`src/rtl/flash_dec_pkg.sv`:
```
package flash_dec_pkg;
    typedef enum logic [1:0] {
        ST_IDLE = 2'd0,
        ST_HIT  = 2'd1,
        ST_MISS = 2'd2
    } dec_state_e;
endpackage

```
`src/rtl/flash_top_regs.sv`:
```
module flash_top_regs #(
    parameter int unsigned ADDR_W      = 12,
    parameter int unsigned NUM_SLOTS   = 4,
    parameter int unsigned REGION_BASE = 'h100,
    localparam int unsigned SLOT_W     = $clog2(NUM_SLOTS)
) (
    input  logic                             clk,
    input  logic                             rst_n,
    input  logic                             wr_en,
    input  logic [SLOT_W-1:0]                wr_slot,
    input  logic [ADDR_W-1:0]                wr_top,
    output logic [NUM_SLOTS-1:0][ADDR_W-1:0] tops
);
    localparam logic [ADDR_W-1:0] BASE_V = ADDR_W'(REGION_BASE);

    for (genvar g = 0; g < NUM_SLOTS; g++) begin : g_top
        always_ff @(posedge clk) begin
            if (!rst_n) begin
                tops[g] <= BASE_V;
            end else if (wr_en && (wr_slot == SLOT_W'(g))) begin
                tops[g] <= wr_top;
            end
        end
    end
endmodule

```
`src/rtl/flash_slot_cmp.sv`:
```
module flash_slot_cmp #(
    parameter int unsigned ADDR_W = 12
) (
    input  logic [ADDR_W-1:0] addr,
    input  logic [ADDR_W-1:0] lo,
    input  logic [ADDR_W-1:0] hi,
    output logic              in_rng,
    output logic [ADDR_W-1:0] offset
);
    // Half-open window [lo, hi); an empty or inverted window never matches.
    assign in_rng = (addr >= lo) && (addr < hi);
    assign offset = addr - lo;
endmodule

```
`src/rtl/flash_slot_pick.sv`:
```
module flash_slot_pick #(
    parameter int unsigned ADDR_W    = 12,
    parameter int unsigned NUM_SLOTS = 4
) (
    input  logic [NUM_SLOTS-1:0]             in_rng,
    input  logic [NUM_SLOTS-1:0][ADDR_W-1:0] offs,
    output logic [NUM_SLOTS-1:0]             sel,
    output logic [ADDR_W-1:0]                off,
    output logic                             any
);
    always_comb begin
        sel = '0;
        off = '0;
        any = 1'b0;
        for (int i = 0; i < NUM_SLOTS; i++) begin
            if (in_rng[i] && !any) begin
                sel[i] = 1'b1;
                off    = offs[i];
                any    = 1'b1;
            end
        end
    end
endmodule

```
`src/rtl/flash_range_decoder.sv`:
```
module flash_range_decoder
    import flash_dec_pkg::*;
#(
    parameter int unsigned ADDR_W      = 12,
    parameter int unsigned NUM_SLOTS   = 4,
    parameter int unsigned REGION_BASE = 'h100,
    localparam int unsigned SLOT_W     = $clog2(NUM_SLOTS)
) (
    input  logic                 clk,
    input  logic                 rst_n,
    input  logic                 wr_en,
    input  logic [SLOT_W-1:0]    wr_slot,
    input  logic [ADDR_W-1:0]    wr_top,
    input  logic                 req_valid,
    input  logic [ADDR_W-1:0]    req_addr,
    output logic                 rsp_valid,
    output logic [NUM_SLOTS-1:0] rsp_sel,
    output logic [ADDR_W-1:0]    rsp_offset,
    output logic                 rsp_err
);
    localparam logic [ADDR_W-1:0] BASE_V = ADDR_W'(REGION_BASE);

    logic [NUM_SLOTS-1:0][ADDR_W-1:0] tops;
    logic [NUM_SLOTS-1:0][ADDR_W-1:0] slot_off;
    logic [NUM_SLOTS-1:0]             slot_hit;
    logic [NUM_SLOTS-1:0]             pick_sel;
    logic [ADDR_W-1:0]                pick_off;
    logic                             pick_any;

    dec_state_e           state, state_nx;
    logic [NUM_SLOTS-1:0] sel_q;
    logic [ADDR_W-1:0]    off_q;

    flash_top_regs #(
        .ADDR_W(ADDR_W), .NUM_SLOTS(NUM_SLOTS), .REGION_BASE(REGION_BASE)
    ) u_regs (
        .clk(clk), .rst_n(rst_n), .wr_en(wr_en),
        .wr_slot(wr_slot), .wr_top(wr_top), .tops(tops)
    );

    for (genvar g = 0; g < NUM_SLOTS; g++) begin : g_slot
        logic [ADDR_W-1:0] lo;
        if (g == 0) begin : g_first
            assign lo = BASE_V;
        end else begin : g_next
            assign lo = tops[g-1];
        end
        flash_slot_cmp #(.ADDR_W(ADDR_W)) u_cmp (
            .addr(req_addr), .lo(lo), .hi(tops[g]),
            .in_rng(slot_hit[g]), .offset(slot_off[g])
        );
    end

    flash_slot_pick #(.ADDR_W(ADDR_W), .NUM_SLOTS(NUM_SLOTS)) u_pick (
        .in_rng(slot_hit), .offs(slot_off),
        .sel(pick_sel), .off(pick_off), .any(pick_any)
    );

    // Next-state logic
    always_comb begin
        if (!req_valid)    state_nx = ST_IDLE;
        else if (pick_any) state_nx = ST_HIT;
        else               state_nx = ST_MISS;
    end

    // State register
    always_ff @(posedge clk) begin
        if (!rst_n) state <= ST_IDLE;
        else        state <= state_nx;
    end

    // Captured decode result
    always_ff @(posedge clk) begin
        if (!rst_n || !(req_valid && pick_any)) begin
            sel_q <= '0;
            off_q <= '0;
        end else begin
            sel_q <= pick_sel;
            off_q <= pick_off;
        end
    end

    // Output decode
    always_comb begin
        rsp_valid  = 1'b0;
        rsp_err    = 1'b0;
        rsp_sel    = '0;
        rsp_offset = '0;
        unique case (state)
            ST_IDLE: ;
            ST_HIT: begin
                rsp_valid  = 1'b1;
                rsp_sel    = sel_q;
                rsp_offset = off_q;
            end
            ST_MISS: begin
                rsp_valid = 1'b1;
                rsp_err   = 1'b1;
            end
            default: ;
        endcase
    end
endmodule

```
`config.mk`:
```
export PLATFORM = sky130hd
export DESIGN_NAME = flash_range_decoder
export DESIGN_NICKNAME = d
export VERILOG_FILES = /design/src/rtl/flash_dec_pkg.sv /design/src/rtl/flash_top_regs.sv /design/src/rtl/flash_slot_cmp.sv /design/src/rtl/flash_slot_pick.sv /design/src/rtl/flash_range_decoder.sv
export SDC_FILE = /design/constraint.sdc
export NUM_CORES = 1
export LEC_CHECK = 0
export BUFFER_PORTS_ARGS = -buffer_cell sky130_fd_sc_hd__buf_2
export CORE_MARGIN = 2
export CORE_UTILIZATION = 60
export CTS_CLUSTER_SIZE = 40
export DETAILED_ROUTE_END_ITERATION = 12
export PLACE_DENSITY_LB_ADDON = 0.25
export SYNTH_ARGS = -nofsm -noshare
export SYNTH_HDL_FRONTEND = slang
export SYNTH_SLANG_ARGS = --single-unit
```
`constraint.sdc`:
```
create_clock -name clk -period 4.4 [get_ports clk]
set_input_delay 0.88 -clock clk [delete_from_list [all_inputs] [get_ports clk]]
set_output_delay 0.88 -clock clk [all_outputs]
set_load 0.03 [all_outputs]
```
-- Yosys cells after proc, flatten, opt, wreduce, memory -nomap -nowiden
Index checks and enable logic that the tools add are counted.
- input bits: 30
- memory bits (writable): 0
- ROM bits: 0
- memories: 0
- register bits after elaboration: 66
- bits in latches: 0
- word-level logic and storage cells: 61
- output and inout port bits: 18
- multiplexer cells: 16
- bitwise logic cells: 0
- add/subtract/negate cells: 4
- div/mod/pow operators: 0
- reduce and logical (&&, ||, !) cells: 21
- $lt $le $gt $ge: 8
- shifts and indexed selects: 0
- multiply operators: 0
- equality and inequality tests: 5
- operators by type and width (kind ; number):
    $mux W12 ; 5
    $lt A12 B12 Y1 ; 4
    $ge A12 B12 Y1 ; 3
    $sub A12 B12 Y12 ; 3
    $ge A12 B9 Y1 const B ; 1
    $logic_and A1 B1 Y1 ; 12
    $sub A12 B9 Y12 const B ; 1
    $mux W1 ; 9
    $eq A2 B2 Y1 const B ; 3
    $logic_not A1 Y1 ; 5
    $eq A2 B1 Y1 const B ; 2
    $mux W4 ; 1
    $logic_not A2 Y1 ; 1
    $mux W2 ; 1
    $reduce_and A2 Y1 ; 1
    $reduce_or A2 Y1 ; 1
    $logic_or A1 B1 Y1 ; 1

-- Logic depth before layout (Yosys ltp)
- depth after elaboration: 15
- gate-level depth with buffers: 12

-- Hierarchy
Synthesis repeated with hierarchy kept, for this count alone.
- cells, all modules: 829
- area, all modules: 6710.2 µm²
- modules (own cells, without submodules) (module ; cells an instance ; area each (µm²) ; sequential area each (µm²) ; instances):
    flash_slot_cmp (g_slot[0].u_cmp ...) ; 134 ; 963.4 ; 0.0 ; 3
    flash_top_regs ; 173 ; 1785.5 ; 960.9 ; 1
    flash_slot_cmp (g_slot[3].u_cmp) ; 132 ; 938.4 ; 0.0 ; 1
    flash_range_decoder ; 63 ; 703.2 ; 360.3 ; 1
    flash_slot_pick ; 59 ; 392.9 ; 0.0 ; 1

-- Least setup slack after synthesis
No wires, ideal clock.
- path kind: input to register
- start point: in req_addr[0]
- end point: reg off_q[10]
- buffers on the path: 1
- slack: 1.291 ns
- arrival time: 3.035 ns
- stages: 12
- required time: 4.326 ns
- path through: inv_1 > ha_1 > fa_1 > nand2b_1 > a21oi_1 > o21ai_0 > a21oi_1 > o221ai_2 > nor4b_4 > buf_6 > o21ai_1 > a31oi_1
- longest elaborated chain between the ends: 15
- elaborated cells between the ends (all ways): 33
- RTL lines (item ; line ; source):
    from (decl) ; flash_range_decoder.sv:15 ; input logic [ADDR_W-1:0] req_addr,
    $ge A12 B9 Y1 or $lt A12 B12 Y1 (tied branches) ; flash_slot_cmp.sv:11 ; assign in_rng = (addr >= lo) && (addr < hi);
    $logic_and A1 B1 Y1 ; flash_slot_cmp.sv:11 ;
    $mux W1 ; flash_slot_pick.sv:16 ; if (in_rng[i] && !any) begin
    $logic_not A1 Y1 ; flash_slot_pick.sv:16 ;
    $logic_and A1 B1 Y1 ; flash_slot_pick.sv:16 ;
    $mux W1 ; flash_slot_pick.sv:16 ;
    $logic_not A1 Y1 ; flash_slot_pick.sv:16 ;
    $logic_and A1 B1 Y1 ; flash_slot_pick.sv:16 ;
    $mux W1 ; flash_slot_pick.sv:16 ;
    $logic_not A1 Y1 ; flash_slot_pick.sv:16 ;
    $logic_and A1 B1 Y1 ; flash_slot_pick.sv:16 ;
    $mux W1 ; flash_slot_pick.sv:16 ;
    $logic_and A1 B1 Y1 ; flash_range_decoder.sv:74 ; if (!rst_n || !(req_valid && pick_any)) begin
    $logic_not A1 Y1 ; flash_range_decoder.sv:74 ;
    $logic_or A1 B1 Y1 ; flash_range_decoder.sv:74 ;
    to (signal assigned) ; flash_range_decoder.sv:79 ; off_q <= pick_off;
    to (decl) ; flash_range_decoder.sv:32 ; logic [ADDR_W-1:0] off_q;
Parallel ways exist; a longest one is shown, timed or not.
A chain may end at the register's enable or synchronous reset.

-- Final worst setup path
- start point: in req_addr[0]
- end point: reg off_q[0]
The elaborated chain is that of the path after synthesis.

==> tab_implementation.tex <==
\begin{tabular}{lr}
\hline
Metric & Value \\
\hline
\multicolumn{2}{l}{\textbf{Global routing}} \\
\quad Total overflow reported by the global router & 0 \\
\quad Pin count of the biggest net entering global routing & 51 \\
\quad Aggregate global-route resource usage & 28.64\% \\
\quad Wire length of the first global-routing pass & 19640 um \\
\quad Number of global-route vias before repair & about 4200 \\
\quad Number of antenna violations at the first check in global routing & 0 \\
\multicolumn{2}{l}{\textbf{STA}} \\
\quad Clk\_skew & approximately 0.0091 ns \\
\quad Actual transition at the worst max-transition pin & 1.040 ns \\
\quad Total negative slack for setup checks & 0 ns \\
\quad Setup repair after global routing missed its margin & no \\
\quad Post-route worst hold slack & $\sim$0.47 ns \\
\quad Final worst path period share & about 81\% \\
\quad Worst rel slew slack & a little under a third \\
\quad Fin. max-slew vios & 0 \\
\quad Number of failing hold endpoints at the final stage & 0 \\
\quad Time the final worst path needs with I/O delays and setup & 3.553 ns \\
\quad Max Clock Freq & between 0.2 and 0.3 GHz \\
\quad Setup violations, final & 0 \\
\multicolumn{2}{l}{\textbf{Final layout}} \\
\quad FILL cells & 664 \\
\quad Finished Cell Area & around 5300 um\^{}2 \\
\quad Area occupied by multi-input gates & 3147 um\^{}2 \\
\quad Share of cells above drive strength 1 & between 10\% and 20\% \\
\quad Most frequent cells in the layout & nand2\_1, dfxtp\_1, inv\_1, ha\_1, buf\_2 \\
\quad Post-layout instance count excluding filler cells & between 700 and 800 \\
\quad Area overhead of the layout relative to synthesis & 10.33\% \\
\quad Sequential cell area & around 1300 um\^{}2 \\
\quad Most common library cell in the layout ignoring fill and taps & nand2\_1 \\
\quad Total inserted antenna cells & 0 \\
\quad Nets & around 740 \\
\multicolumn{2}{l}{\textbf{Floorplanning}} \\
\quad Die boundary width & 93.55 um \\
\quad IO Pins & 48 \\
\quad DIE AREA & slightly below 9000 um\^{}2 \\
\quad Die outline height & 93.55 um \\
\quad Number of rows in the core area & 32 \\
\quad Floorplan Core Area & slightly below 8000 um\^{}2 \\
\quad Initial Util & between 60\% and 70\% \\
\multicolumn{2}{l}{\textbf{Critical path}} \\
\quad Worst Path Class, Setup & in2reg \\
\quad Dominant delay contributor by cell family on the critical path & simple AND/OR/NAND/NOR gates \\
\quad Critical path startpoint category & input port \\
\quad Highest net fanout along the worst path & 13 \\
\quad Arrival @ worst endpoint & between 3 and 4 ns \\
\quad Sort of element at the end of the critical path & register \\
\quad Stage delay of the slowest cell on the critical path & around 0.77 ns \\
\quad Buffers \& Inverters on Critical Path & 2 \\
\quad Cell breakdown of the critical path & buf\_2 > inv\_1 > ha\_1 > fa\_1 > nor2b\_1 > o21ai\_0 > a21o\_1 > a21o\_2 > and2\_4 > nor3\_2 > a222oi\_1 > a21oi\_1 \\
\quad Required arrival time at the worst endpoint & roughly 4.7 ns \\
\quad Standard cell with the maximum stage delay on the critical path & nor3\_2 \\
\multicolumn{2}{l}{\textbf{Power and ir drop}} \\
\quad Leakage & 2.193 nW \\
\quad Power per cell area & roughly 300 nW/um\^{}2 \\
\quad Peak ir drop on the vdd network & 0.1966 mV \\
\multicolumn{2}{l}{\textbf{Logic synthesis}} \\
\quad Number of enable flip-flop cells after synthesis & 0 \\
\quad Sequential element share of the synthesized area & between 20\% and 30\% \\
\quad Cell types with the largest area share after synthesis & dfxtp\_1, ha\_1, nand2\_1, a21boi\_0, inv\_1 \\
\quad Instance count of the mapped netlist & 611 \\
\quad Library cell with the largest summed area after synthesis & dfxtp\_1 \\
\quad Predominant post-synthesis flop cell & dfxtp\_1 \\
\quad Total nets after synthesis & about 700 \\
\quad Yosys cell types & 67 \\
\quad Seq cells post-synth & 66 \\
\quad Fraction of registers with async set/reset & 0\% \\
\quad Top-area cell type share of the netlist area & 27.46\% \\
\quad Mean cell area of the mapped netlist & roughly 7.9 um\^{}2 \\
\quad Number of synthesis warnings & 0 \\
\quad Mapped cell area & around 4800 um\^{}2 \\
\multicolumn{2}{l}{\textbf{Clocking}} \\
\quad TritonCTS buffer count & 9 \\
\quad Setup repair bufs after CTS & 0 \\
\quad H-tree level count & 3 \\
\quad Clock transition at the registers of the reported paths & 0.07 ns \\
\quad Source-to-sink clock delay at the later pin of the worst-skew pair & approximately 0.36 ns \\
\quad Number of buffers added to fix hold violations after cts & 0 \\
\quad CTS sink count & between 60 and 70 \\
\quad Buffer depth of the longest clock path & 2 \\
\quad Root buffer cell & clkbuf\_8 \\
\quad CTS tree & done \\
\quad PostCTS Resize Cnt & 0 \\
\multicolumn{2}{l}{\textbf{Placement}} \\
\quad Final HPWL DP & slightly above 9000 um \\
\quad Last weighted congestion value of the routability-driven placer & 0.9087 \\
\quad Placed cells & around 740 \\
\quad IO Port Bufs & 47 \\
\quad Dpl cell area & between 5000 and 6000 um\^{}2 \\
\multicolumn{2}{l}{\textbf{Routing}} \\
\quad Vias & 4460 \\
\quad Post-Route WL & about 12000 um \\
\quad Drc violations & 0 \\
\quad Iteration-0 DRC count of the detailed router & slightly above 300 \\
\quad Detailed Routing Iterations Pass 1 & 5 \\
\quad Antenna viol nets, final & 0 \\
\quad Avg WL per Cell & between 15 and 20 um \\
\quad Avg Vias per Cell & 5.884 \\
\multicolumn{2}{l}{\textbf{Run status}} \\
\quad Result of the run & complete, no violations \\
\multicolumn{2}{l}{\textbf{Worst hold path}} \\
\quad Worst Hold Class & reg2reg \\
\multicolumn{2}{l}{\textbf{Flow run}} \\
\quad Number of max-cap violations & 0 \\
\hline
\end{tabular}
==> through the flow <==
stage | power (W) | worst slack (ns) | utilization (%)
final | 0.001615 | 0.8474 | 68.33
after global routing | 0.001693 | 0.6388 | 68.33
after CTS | 0.001612 | 0.9223 | 68.33
after detailed placement | 0.001057 | 0.5725 | 65.53
after global placement | 0.001045 | 0.6678 | 65.53
after floorplan | 0.0009515 | 1.291 | -
==> power breakdown <==
group,switching (W),internal [W]
logic,0.000256,0.000169
clock network,0.000240,0.000317
registers,0.0000105,0.000623
total,0.000506,0.00111
==> final timing paths <==
path	from	endpoint	slack [ns]	cells past startpoint
hold reg to reg	u_regs.tops[5]	u_regs.tops[5]	0.47	2
setup reg to reg	u_regs.tops[0]	off_q[0]	1.29	10
hold / removal	u_regs.tops[5]	u_regs.tops[5]	0.47	2
setup / recovery	req_addr[0]	off_q[0]	0.85	12
==> kinds of logic after synthesis <==
| kind of cell | count (synthesis) | synth area share (%) |
|---|---|---|
| AND/OR/NAND/NOR | 214 | 21.82 |
| AO/OA/AOI/OAI | 165 | 24.14 |
| buffers and inverters | 85 | 7.126 |
| flip-flops | 66 | 27.46 |
| adder cells (fa/ha/maj) | 54 | 14.51 |
| XOR/XNOR | 26 | 4.733 |
| multiplexers | 1 | 0.2081 |
==> routing by layer <==
| layer | global-route usage [%] | up-vias | part of all wire, % |
|---|---|---|---|
| li1 | - | 2180 | - |
| met4 | 11.96 | 0 | 2.9 |
| met2 | 46.52 | 199 | 45 |
| met5 | 0 | - | 0 |
| met3 | 5.882 | 40 | 7.8 |
| met1 | 37.02 | 2041 | 44 |
==> registers in the layout (all words and copies together), names as in the netlist <==
register     count
state            2
off_q           12
sel_q            4
u_regs.tops     48
==> synth_stat cells (9+ instances only) <==
cell,instances
xnor2_1,16
nand4_1,9
a21boi_0,45
nor3_1,9
xor2_1,10
and2_1,17
dfxtp_1,66
ha_1,51
nand2_1,111
a21o_1,13
inv_1,65
nor2_1,23
o21ai_0,16
clkbuf_1,15
a21oi_1,35
==> cell type report <==
cell class	count	share of cell area, %
clock buffer	9	2.334
clock inverter	7	1.768
inverter	65	4.597
multi-input combinational	460	59.29
sequential	66	24.89
tap	102	2.405
timing repair buffer	49	4.715
==> tightest hold or removal path, stage by stage (launching register included) <==
cell      delay, ns
dfxtp_1        0.31
nand2_1        0.05
a21boi_0       0.06
Note: power is estimated with default switching activity, not from simulation.
